===== src/rtl/cfg_pkg.sv =====
package cfg_pkg;

  localparam logic [7:0] OFF_CMD      = 8'h04;
  localparam logic [7:0] OFF_STAT_HI  = 8'h07;
  localparam logic [7:0] OFF_ROUTE_CD = 8'h90;
  localparam logic [7:0] OFF_ROUTE_AB = 8'h91;

  // Value a byte takes on reset.
  function automatic logic [7:0] reset_byte(input logic [7:0] off);
    case (off)
      8'h00:       reset_byte = 8'h06;
      8'h01:       reset_byte = 8'h11;
      8'h02:       reset_byte = 8'h05;
      8'h03:       reset_byte = 8'h05;
      OFF_CMD:     reset_byte = 8'h07;
      OFF_STAT_HI: reset_byte = 8'h90;
      8'h81:       reset_byte = 8'h01;
      8'h84:       reset_byte = 8'h03;
      8'h93:       reset_byte = 8'h40;
      default:     reset_byte = 8'h00;
    endcase
  endfunction

  // Bits a write may change.
  function automatic logic [7:0] write_mask(input logic [7:0] off);
    case (off)
      8'h00, 8'h01, 8'h02, 8'h03: write_mask = 8'h00;
      OFF_CMD:                    write_mask = 8'h07;
      OFF_STAT_HI:                write_mask = 8'h90;
      default:                    write_mask = 8'hFF;
    endcase
  endfunction

  function automatic logic [7:0] merge_byte(input logic [7:0] old_v,
                                            input logic [7:0] new_v,
                                            input logic [7:0] mask);
    merge_byte = (old_v & ~mask) | (new_v & mask);
  endfunction

endpackage


===== src/rtl/cfg_byte_store.sv =====
module cfg_byte_store
  import cfg_pkg::*;
#(
  parameter int ADDR_W = 8
) (
  input  logic              clk,
  input  logic              rst_n,
  input  logic [ADDR_W-1:0] addr,
  input  logic [7:0]        wdata,
  input  logic              we,
  output logic [7:0]        rdata,
  output logic [7:0]        route_ab,
  output logic [7:0]        route_cd
);
  localparam int DEPTH = 1 << ADDR_W;

  logic [7:0] mem [DEPTH];
  logic [7:0] addr8;
  logic [7:0] cur_byte;
  logic [7:0] next_byte;

  assign addr8     = 8'(addr);
  assign cur_byte  = mem[addr];
  assign next_byte = merge_byte(cur_byte, wdata, write_mask(addr8));

  always_ff @(posedge clk) begin
    if (!rst_n) begin
      for (int i = 0; i < DEPTH; i++) mem[i] <= reset_byte(8'(i));
    end else if (we) begin
      mem[addr] <= next_byte;
    end
  end

  assign rdata    = cur_byte;
  assign route_ab = mem[ADDR_W'(OFF_ROUTE_AB)];
  assign route_cd = mem[ADDR_W'(OFF_ROUTE_CD)];
endmodule


===== src/rtl/irq_route_decode.sv =====
module irq_route_decode #(
  parameter int IRQ_W = 3
) (
  input  logic [7:0]         route_byte,
  output logic [1:0]         pin_valid,
  output logic [2*IRQ_W-1:0] pin_num
);
  for (genvar h = 0; h < 2; h++) begin : g_half
    logic [IRQ_W-1:0] field;
    logic             en;
    assign field = route_byte[h*4 +: IRQ_W];
    assign en    = route_byte[h*4 + 3];
    assign pin_valid[h] = en && (field != '0);
    assign pin_num[h*IRQ_W +: IRQ_W] = pin_valid[h] ? field : '0;
  end
endmodule


===== src/rtl/bridge_cfg_space.sv =====
module bridge_cfg_space #(
  parameter int ADDR_W   = 8,
  parameter int IRQ_W    = 3,
  parameter int NUM_PINS = 4
) (
  input  logic                      clk,
  input  logic                      rst_n,
  input  logic [ADDR_W-1:0]         cfg_addr,
  input  logic [7:0]                cfg_wdata,
  input  logic                      cfg_we,
  output logic [7:0]                cfg_rdata,
  output logic [NUM_PINS*IRQ_W-1:0] irq_num_o,
  output logic [NUM_PINS-1:0]       irq_valid_o
);
  localparam int NUM_ROUTE = NUM_PINS / 2;

  logic       wr_fire;
  logic [7:0] route_ab;
  logic [7:0] route_cd;
  logic [7:0] route_bytes [NUM_ROUTE];

  assign wr_fire = cfg_we && rst_n;

  cfg_byte_store #(.ADDR_W(ADDR_W)) u_store (
    .clk      (clk),
    .rst_n    (rst_n),
    .addr     (cfg_addr),
    .wdata    (cfg_wdata),
    .we       (wr_fire),
    .rdata    (cfg_rdata),
    .route_ab (route_ab),
    .route_cd (route_cd)
  );

  assign route_bytes[0] = route_ab;
  assign route_bytes[1] = route_cd;

  for (genvar r = 0; r < NUM_ROUTE; r++) begin : g_route
    irq_route_decode #(.IRQ_W(IRQ_W)) u_dec (
      .route_byte (route_bytes[r]),
      .pin_valid  (irq_valid_o[2*r +: 2]),
      .pin_num    (irq_num_o[2*r*IRQ_W +: 2*IRQ_W])
    );
  end
endmodule


===== config.mk =====
export PLATFORM = sky130hd
export DESIGN_NAME = bridge_cfg_space
export DESIGN_NICKNAME = d
export VERILOG_FILES = /design/src/rtl/cfg_pkg.sv /design/src/rtl/cfg_byte_store.sv /design/src/rtl/irq_route_decode.sv /design/src/rtl/bridge_cfg_space.sv
export SDC_FILE = /design/constraint.sdc
export NUM_CORES = 2
export LEC_CHECK = 0
export ABC_AREA = 1
export BUFFER_PORTS_ARGS = -buffer_cell sky130_fd_sc_hd__buf_2
export CAP_MARGIN = 20
export CORE_UTILIZATION = 35
export DETAILED_ROUTE_END_ITERATION = 16
export PLACE_DENSITY = 0.45
export SETUP_SLACK_MARGIN = 0.2
export SYNTH_ARGS = -nofsm -noshare
export SYNTH_HDL_FRONTEND = slang
export SYNTH_SLANG_ARGS = --single-unit

===== constraint.sdc =====
create_clock -name clk -period 4.16 [get_ports clk]
set_clock_uncertainty 0.15 [all_clocks]
set_input_delay 1.248 -clock clk [delete_from_list [all_inputs] [get_ports clk]]
set_output_delay 1.248 -clock clk [all_outputs]
set_load 0.03 [all_outputs]

==> flow_summary.json <==
{
  "cts_buffers": 234,
  "dr_wl_met2_mm": 162,
  "regMostFlops": "u_store.mem",
  "cts_tree": "yes",
  "slowest_delay_ps": 320,
  "tightest_slew_ps": 945,
  "layout_worst_path_cycle_share_pct": 127,
  "root_buffer": "clkbuf_16",
  "nets": 11750,
  "drtIter0Drc": 6790,
  "p_int_uw": 37600,
  "synth.yosys.seq_area_share_pct": 64.1,
  "min_period_ps": 5300,
  "vias": 75972,
  "clkSinkCount": 2048,
  "synth_cells": 10910,
  "critPathLaunch": "cfg_addr[0]",
  "p_sw_share_pct": 25.2,
  "reg.largest.list": "u_store.mem x2048",
  "dr.pass1.iters": 7,
  "port_buffers": 42,
  "fin_ws_ps": -1140,
  "ctsHtreeMaxLevel": 4,
  "outcome": "finished with violations",
  "synth-simple-area-share_pct": 32.0,
  "p_leak_uw": 0.0504,
  "syn_area_um2": 95900,
  "yosysTopAreaCell": "edfxtp_1",
  "grt_pass1_vias": 75166,
  "synth.mux.area_fraction_pct": 0,
  "fmax_mhz": 189,
  "clk_path_buf_depth": 4,
  "wl_met1_mm": 147,
  "area_delta_synth_final_pct": 23.9,
  "vias_per_cell": 4.90,
  "power_uw": 50200,
  "irDropWorstVdd_v": 0.000336,
  "tns_ps": -8000,
  "num_rows": 191,
  "dp_hpwl_mm": 231,
  "synthXorXnorAreaFrac_pct": 0,
  "relSlewSlack_pct": 37.0,
  "top_layer": "met5",
  "postCtsHoldBufs": 0,
  "route.met3.wl_mm": 17.6,
  "power_frac_seq_pct": 47.8,
  "grt_overflow": 0,
  "synthDistinctLibCells": 21,
  "grt_usage_pct": 23.8,
  "synth_nets": 10929,
  "critical_path.max_fanout": 11,
  "fin_area_um2": 119000,
  "cp.required_ps": 2760,
  "path_class": "in2out",
  "p_comb_share_pct": 11.2,
  "grt_max_degree": 99,
  "netlist_top_cells_area": "edfxtp_1 (64%), nand2_1 (22%), nor2_1 (9.4%)",
  "dp.cells": 15042,
  "hp-class": "in2reg",
  "p_clk_share_pct": 41.0,
  "largest_reg_flops": 2048,
  "synth-compound-area-share_pct": 0.129,
  "yosysTopAreaCellShare_pct": 64.1,
  "drive_gt1_share_pct": 14.2,
  "cp-start-kind": "input pin",
  "clkLatencyLatePin_ps": 910,
  "routed_wl_mm": 336,
  "worst_path_max_delay_cell": "nor2_4",
  "final_hold_viol_count": 0,
  "io_pins": 43,
  "endpoint_kind": "output port",
  "slew_viol_final": 0,
  "core_um2": 272000,
  "violations": "setup timing",
  "grt_pass1_wl_mm": 491,
  "gp_congestion": 0.888,
  "maxCapViolCount": 0,
  "placed_area_um2": 111000,
  "drcViolationCount": 0,
  "switchingPower_uw": 12600,
  "antenna_found_initial": 11,
  "die_w_um": 525,
  "p_per_area_nw_per_um2": 422,
  "crit_top_cell": "nand2_1",
  "cts.clk_slew.worst_paths_ps": 60,
  "finalSetupViolCount": 8,
  "synth_fa_ha_area_share_pct": 0,
  "avgSynthCellArea_um2": 8.79,
  "rsz0062_at_grt": "yes",
  "start_util_pct": 35.3,
  "cp_cell_sequence": "buf_16, buf_12, nor2_4, buf_4, buf_4, nand2_1, nand3_1, nand2_1, nand2_1, nor2_1, nor2_1, nor2_2, nand2_1, nand2_1, nand2_1, nor2_4, buf_12, inv_2, buf_2",
  "final_util_pct": 43.7,
  "ant_nets": 0,
  "critPathArrivalTime_ps": 3900,
  "ys_ff_latch": 2048,
  "post_drt_wl_per_cell_um": 21.7,
  "hold_start": "cfg_wdata[5]",
  "r2r-start": "u_store.mem[235][4]",
  "instances_no_fill": 15491,
  "synth_top_family_by_area": "simple AND/OR/NAND/NOR gates",
  "die_y_um": 525,
  "ys_warn_count": 0,
  "die-area_um2": 276000
}
-- logic make-up after synthesis --
logic type	Yosys count
AND/OR/NAND/NOR	8100
buffers and inverters	738
flip-flops	2048
AO/OA/AOI/OAI	24
-- power groups by stage --
stage	Clock, µW	Sequential, µW	Combinational, µW
after floorplan	0	24300	2760
after global placement	0	24400	5500
after detailed placement	0	24400	5490
after CTS	21000	24000	5560
after global routing	21800	24100	6060
final	20600	24000	5610
-- cells in the final DEF (no fill, tap or decap), types with 7 or more instances in the layout --
master	count
bufinv_16	24
buf_16	12
nand2_2	10
nor2_2	37
nor2_1	2356
o21ai_0	12
inv_16	7
buf_6	19
clkinv_2	44
nor3_2	11
a21oi_1	11
buf_4	846
or2_2	8
inv_2	16
nand2_4	8
clkbuf_16	250
clkbuf_1	43
buf_2	38
buf_12	324
nor2_4	15
clkinv_1	63
edfxtp_1	2048
nand3_1	162
nand2_1	5489
inv_1	42
-- worst paths after layout --
path | end | slack [ps] | cells after the start
max | cfg_rdata[4] | -1140 | 19
min | u_store.mem[145][5] | 870 | 5
max reg2reg | u_store.mem[239][4] | 660 | 21
min reg2reg | u_store.mem[147][6] | 1540 | 15
-- synth_stat cells --
| master | number |
|---|---|
| buf_2 | 258 |
| inv_1 | 52 |
| nor2_1 | 2404 |
| or2_2 | 8 |
| nor3_1 | 13 |
| nor2_2 | 3 |
| and2_1 | 1 |
| nand2_1 | 5507 |
| clkbuf_1 | 241 |
| buf_6 | 1 |
| nand3_1 | 162 |
| edfxtp_1 | 2048 |
| o21ai_0 | 12 |
| a21oi_2 | 1 |
| buf_4 | 141 |
| buf_1 | 32 |
| nand2_2 | 1 |
| clkinv_1 | 5 |
| a21oi_1 | 11 |
| inv_2 | 8 |
| nor2_4 | 1 |
-- stage by stage --
| stage | hold slack [ps] | worst slack, ps |
|---|---|---|
| 2_1_floorplan | 1110 | 116 |
| 3_3_place_gp | 1560 | -1690 |
| 3_5_place_dp | 1540 | -1640 |
| 4_1_cts | 806 | -1050 |
| 5_1_grt | 865 | -1150 |
| 6_report | 873 | -1140 |
-- metal layers --
metal  vias to the layer above  GRT usage, %
met5                         -             0
met4                         2          6.63
met3                       430          2.58
met2                      2045          40.3
met1                     37167          32.1
li1                      36328             -
-- repair_timing --
item,4_1_cts,5_1_grt
resized for setup,54,44
hold endpoints to repair,0,0
cloned,3,13
pin swaps,6,7
setup endpoints to repair,1126,490
buffers inserted,2,5
-- critical path, delay by kind of cell --
kind | cells | cell delay (ps)
AND/OR/NAND/NOR | 12 | 1550
buffers and inverters | 7 | 1050
-- area by class of cell --
class	count	area [µm²]
clock buffer	282	6140
fill	26574	153000
timing repair inverter	1	11.3
timing repair buffer	1257	14000
clock inverter	142	1340
multi-input combinational	8124	31100
tap	3570	4470
sequential	2048	61500
inverter	65	292
antenna	2	5.00
Note: power is estimated with default switching activity, not from simulation.
